**config.mk**
```make
export PLATFORM = sky130hd
export DESIGN_NAME = ccd_region_seq
export DESIGN_NICKNAME = d
export VERILOG_FILES = /design/src/rtl/ccd_region_pkg.sv /design/src/rtl/ccd_axis_counter.sv /design/src/rtl/ccd_seg_decode.sv /design/src/rtl/ccd_region_seq.sv
export SDC_FILE = /design/constraint.sdc
export NUM_CORES = 1
export LEC_CHECK = 0
export BUFFER_PORTS_ARGS = -buffer_cell sky130_fd_sc_hd__buf_4
export CORE_MARGIN = 2
export CORE_UTILIZATION = 49
export DETAILED_ROUTE_END_ITERATION = 6
export GPL_ROUTABILITY_DRIVEN = 1
export PLACE_DENSITY = 0.73
export SLEW_MARGIN = 20
export SYNTH_ARGS = -nofsm -noshare
export SYNTH_HDL_FRONTEND = slang
export SYNTH_SLANG_ARGS = --single-unit
```
**constraint.sdc**
```tcl
create_clock -name clk -period 2.07 [get_ports clk]
set_input_delay 0.3105 -clock clk [delete_from_list [all_inputs] [get_ports clk]]
set_output_delay 0.3105 -clock clk [all_outputs]
set_load 0.1 [all_outputs]
```
**src/rtl/ccd_region_pkg.sv**
```systemverilog
package ccd_region_pkg;

    // Class of one axis position along a line or down a frame
    typedef enum logic [2:0] {
        SEG_DUMMY    = 3'd0,
        SEG_LEAD_OB  = 3'd1,
        SEG_EFF      = 3'd2,
        SEG_TRAIL_OB = 3'd3,
        SEG_PAST     = 3'd4
    } seg_t;

    typedef struct packed {
        logic in_frame;
        logic dummy;
        logic black;
        logic active;
    } tag_t;

endpackage

```
**src/rtl/ccd_axis_counter.sv**
```systemverilog
module ccd_axis_counter #(
    parameter int LIMIT = 842,
    parameter int W     = 10
) (
    input  logic         clk,
    input  logic         rst_n,
    input  logic         clr,
    input  logic         adv,
    input  logic         dbl,
    output logic [W-1:0] cnt_o
);
    typedef struct packed {
        logic [W-1:0] cnt;
    } cnt_state_t;

    localparam logic [W:0] LIMIT_V = (W+1)'(LIMIT);

    cnt_state_t st_d, st_q;
    logic [W:0] sum;

    always_comb begin
        st_d = st_q;
        sum  = {1'b0, st_q.cnt} + (dbl ? (W+1)'(2) : (W+1)'(1));
        if (clr) begin
            st_d.cnt = '0;
        end else if (adv) begin
            if (sum >= LIMIT_V) st_d.cnt = LIMIT_V[W-1:0];
            else                st_d.cnt = sum[W-1:0];
        end
    end

    always_ff @(posedge clk or negedge rst_n) begin
        if (!rst_n) st_q <= '0;
        else        st_q <= st_d;
    end

    assign cnt_o = st_q.cnt;

endmodule

```
**src/rtl/ccd_seg_decode.sv**
```systemverilog
module ccd_seg_decode
    import ccd_region_pkg::*;
#(
    parameter int N_DUMMY    = 19,
    parameter int N_LEAD_OB  = 3,
    parameter int N_EFF      = 782,
    parameter int N_TRAIL_OB = 38,
    parameter int W          = 10
) (
    input  logic [W-1:0] pos,
    output seg_t         seg
);
    localparam int END_DUMMY = N_DUMMY;
    localparam int END_LEAD  = END_DUMMY + N_LEAD_OB;
    localparam int END_EFF   = END_LEAD + N_EFF;
    localparam int END_TRAIL = END_EFF + N_TRAIL_OB;

    always_comb begin
        if (int'(pos) < END_DUMMY)      seg = SEG_DUMMY;
        else if (int'(pos) < END_LEAD)  seg = SEG_LEAD_OB;
        else if (int'(pos) < END_EFF)   seg = SEG_EFF;
        else if (int'(pos) < END_TRAIL) seg = SEG_TRAIL_OB;
        else                            seg = SEG_PAST;
    end

endmodule

```
**src/rtl/ccd_region_seq.sv**
```systemverilog
module ccd_region_seq
    import ccd_region_pkg::*;
#(
    parameter int H_DUMMY    = 19,
    parameter int H_OB_LEAD  = 3,
    parameter int H_EFF      = 782,
    parameter int H_OB_TRAIL = 38,
    parameter int V_DUMMY    = 5,
    parameter int V_OB_LEAD  = 8,
    parameter int V_EFF      = 582,
    parameter int V_OB_TRAIL = 2,
    localparam int LINE_LEN  = H_DUMMY + H_OB_LEAD + H_EFF + H_OB_TRAIL,
    localparam int FRAME_LEN = V_DUMMY + V_OB_LEAD + V_EFF + V_OB_TRAIL,
    localparam int COL_W     = $clog2(LINE_LEN + 1),
    localparam int ROW_W     = $clog2(FRAME_LEN + 1)
) (
    input  logic             clk,
    input  logic             rst_n,
    input  logic             frame_start,
    input  logic             line_start,
    input  logic             pix_en,
    input  logic             dual_mode,
    output logic [ROW_W-1:0] row_idx,
    output logic [COL_W-1:0] col_idx,
    output logic             in_frame,
    output logic             dummy_flag,
    output logic             black_flag,
    output logic             active_flag
);
    seg_t col_seg, row_seg;
    tag_t tag;

    // Column restarts on either strobe and steps by one sample
    ccd_axis_counter #(.LIMIT(LINE_LEN), .W(COL_W)) u_col_cnt (
        .clk   (clk),
        .rst_n (rst_n),
        .clr   (frame_start | line_start),
        .adv   (pix_en),
        .dbl   (1'b0),
        .cnt_o (col_idx)
    );

    // Row restarts on frame start and steps once per line period
    ccd_axis_counter #(.LIMIT(FRAME_LEN), .W(ROW_W)) u_row_cnt (
        .clk   (clk),
        .rst_n (rst_n),
        .clr   (frame_start),
        .adv   (line_start),
        .dbl   (dual_mode),
        .cnt_o (row_idx)
    );

    ccd_seg_decode #(
        .N_DUMMY(H_DUMMY), .N_LEAD_OB(H_OB_LEAD), .N_EFF(H_EFF),
        .N_TRAIL_OB(H_OB_TRAIL), .W(COL_W)
    ) u_col_dec (
        .pos (col_idx),
        .seg (col_seg)
    );

    ccd_seg_decode #(
        .N_DUMMY(V_DUMMY), .N_LEAD_OB(V_OB_LEAD), .N_EFF(V_EFF),
        .N_TRAIL_OB(V_OB_TRAIL), .W(ROW_W)
    ) u_row_dec (
        .pos (row_idx),
        .seg (row_seg)
    );

    // Outside beats dummy, dummy beats black, effective needs both axes
    always_comb begin
        tag = '0;
        if (col_seg != SEG_PAST && row_seg != SEG_PAST) begin
            tag.in_frame = 1'b1;
            if (col_seg == SEG_DUMMY || row_seg == SEG_DUMMY)
                tag.dummy = 1'b1;
            else if (col_seg == SEG_EFF && row_seg == SEG_EFF)
                tag.active = 1'b1;
            else
                tag.black = 1'b1;
        end
    end

    assign in_frame    = tag.in_frame;
    assign dummy_flag  = tag.dummy;
    assign black_flag  = tag.black;
    assign active_flag = tag.active;

endmodule

```
==> results.tsv <==
stage	metric	value	unit
power_and_ir_drop	leakage power	0.00118	µW
routing	drt drc	0	
worst_setup_path	required time of the worst setup path	1.76	ns
clock_tree	clock latency on the worst-skew pair	0.26	ns
routing	Via density	6.02	
logic_synthesis	Syn Inst Count	235	
die	Die X	65.6	µm
clock_tree	Sink Count	20	
final_layout	fin nets	312	
clock_tree	root buf cell	clkbuf_8	
clock_tree	Reg clk slew, reported paths	0.07	ns
sta	Tcrit/Tclk final	1.22	
sta	worst-margin pin slew	0.450	ns
routing	Via Count	2094	
final_layout	Final Instance Area	2840	µm²
logic_synthesis	ys flop type	dfrtp_1	
sta	Slew headroom	0.699	
die	Core ar.	3660	µm²
final_layout	share of cells above drive strength 1	0.507	
power_and_ir_drop	PwrDens	329	nW/µm²
logic_synthesis	post-synth top area cell	dfrtp_1	
run_status	failing checks	setup timing	
place	DP Area	2480	µm²
global_route	vias in the first global route	1957	
routing	Detailed Route WL	5.96	mm
die	row count	22	
place	DPL Wire Length	3.81	mm
run_status	status	finished, violations left	
clock_tree	H-tree depth	1	
final_layout	fin util	0.774	
routing	Wirelength per Cell	17.1	µm
worst_setup_path	Critical Path Fanout Max	3	
sta	f_max	395	MHz
die	Ports	30	
clock_tree	CTS tree	yes	
clock_tree	maximum clock path buffer count	2	
global_route	largest net degree at the start of global routing	23	
logic_synthesis	syn_area_per_cell	7.92	µm²
power_and_ir_drop	Max rail drop VDD	0.438	mV
logic_synthesis	synthesized area	1860	µm²
logic_synthesis	commonest cells in the netlist	22 x nor2_1, 20 x dfrtp_1, 16 x nand3_1	
sta	final hold vios	0	
logic_synthesis	number of synthesized flops with an enable pin	0	
sta	post-route setup slack	-0.465	ns
logic_synthesis	flops & latches, synth	20	
die	initial core utilization	0.509	
global_route	GR Overflow Total	0	
run	max_cap viols	0	
logic_synthesis	share of the synthesized area in the top cell type	0.269	
worst_setup_path	Startpoint Class	register	
sta	Final Critical Period	2.53	ns
die	die area	4310	µm²
final_layout	filler cell count	254	
sta	final setup vio count	13	
place	Placer Congestion	0.850	
worst_setup_path	Crit. End Element	output port	
logic_synthesis	most common cell in the netlist	nor2_1	
logic_synthesis	YS warnings	0	
die	die height	65.6	µm
clock_tree	TritonCTS Buffers	3	
routing	First DRT Iteration DRCs	131	
logic_synthesis	syn nets	246	
place	PortBufs	29	
worst_setup_path	CP arrival	2.22	ns
hold_path	worst min path class	input port to register	
routing	post-route ant nets	0	
global_route	initial antenna violation count	0	
final_layout	n_diodes	0	
sta	Final Slew Violations	0	
final_layout	Layout area overhead	52.3	%
logic_synthesis	asr flop ratio synth	1.00	
logic_synthesis	leading post-synthesis cells by cell area	dfrtp_1 27%, nor2_1 4.4%, nand3_1 4.3%	
worst_setup_path	WS Path Type	register to output port	
sta	unrepaired setup endpoints after global routing	true	
sta	clk_skew	0.00144	ns
logic_synthesis	post-synthesis sequential area ratio	0.269	
global_route	first-pass GRT wire length	9.67	mm
global_route	Tot GR Track Use	0.291	
routing	drt first pass iters	4	
logic_synthesis	Synth cell types	64	
state kept, by name, indices dropped and copies added (netlist names):
signal	cells
u_col_cnt.cnt_o	10
u_row_cnt.cnt_o	10
kinds of logic after synthesis:
kind of cell	count (synthesis)	share of synthesized area
DFF	20	0.269
adders and majority gates	5	0.0376
buffers and inverters	30	0.0820
AOI/OAI and AO/OA	62	0.243
muxes	2	0.0108
and+or+nand+nor	109	0.325
xor gates and xnor gates	7	0.0329
metal layers:
| layer | routed length [µm] | GRT usage |
|---|---|---|
| met1 | 2590 | 0.415 |
| met2 | 3050 | 0.475 |
| met3 | 255 | 0.0360 |
| met4 | 57 | 0.0573 |
| met5 | 0 | 0 |
final timing paths:
kind                                    start                  to  slack [ns]  cells after the start
hold / removal                    frame_start  u_row_cnt.cnt_o[6]        0.34                      2
hold reg to reg            u_row_cnt.cnt_o[1]  u_row_cnt.cnt_o[1]        0.69                      2
min in group asynchronous               rst_n  u_row_cnt.cnt_o[8]        0.47                      2
max in group asynchronous               rst_n  u_row_cnt.cnt_o[1]        1.35                      2
setup reg to reg           u_row_cnt.cnt_o[0]  u_row_cnt.cnt_o[6]       -0.41                     10
setup / recovery           u_row_cnt.cnt_o[0]          black_flag       -0.46                      7
per-stage QoR:
step | TNS (ns) | total power (µW) | setup WS, ns | cells | hold WS [ns]
global placement | -2.57 | 609 | -0.262 | 334 | 0.206
CTS | -3.83 | 929 | -0.406 | 345 | 0.323
floorplan | -4.89 | 546 | -0.883 | 235 | 0.0149
global route | -5.38 | 970 | -0.522 | 348 | 0.337
finish | -4.37 | 932 | -0.465 | 348 | 0.339
detailed placement | -2.76 | 611 | -0.296 | 334 | 0.210
report_power, final:
part	internal [µW]	switching, µW	leakage, µW
clock	169	130	0.0000288
sequential	401	6.38	0.000239
combinational	85.2	140	0.000907
cell type report:
type                            count  area [µm²]  share of cell area
Multi-Input combinational cell    185        1410               0.498
Timing Repair Buffer               83         709               0.250
Sequential cell                    20         566               0.199
Tap cell                           48        60.1              0.0212
Clock buffer                        4        55.1              0.0194
Inverter                            8        32.5              0.0115
critical path, stage by stage (launching register included):
cell and delay, ns:
dfrtp_4 0.49, buf_6 0.13, a211o_1 0.29, a21oi_2 0.15, nor3_1 0.08, or3_4 0.37, nor3b_4 0.24, buf_12 0.21
layout by cell type (no fill, tap or decap), types with 6 or more instances in the layout:
cell type  Yosys  final
nand4_1        7      7
o21ai_0        9      6
nor2_1        22     21
a21oi_1       13      9
nor3_1        12      9
nand3_1       16     14
inv_1          8      7
dfrtp_4        0     16
buf_6          3      7
buf_4          3     70
nand2_1       15     14
what timing repair did:
action,CTS,global route
gates resized for setup,37,13
buffers inserted,6,4
setup endpoints to repair,17,17
hold endpoints to repair,20,0
hold buffers,1,0
pin swaps,14,7
Note: power is estimated with default switching activity, not from simulation.
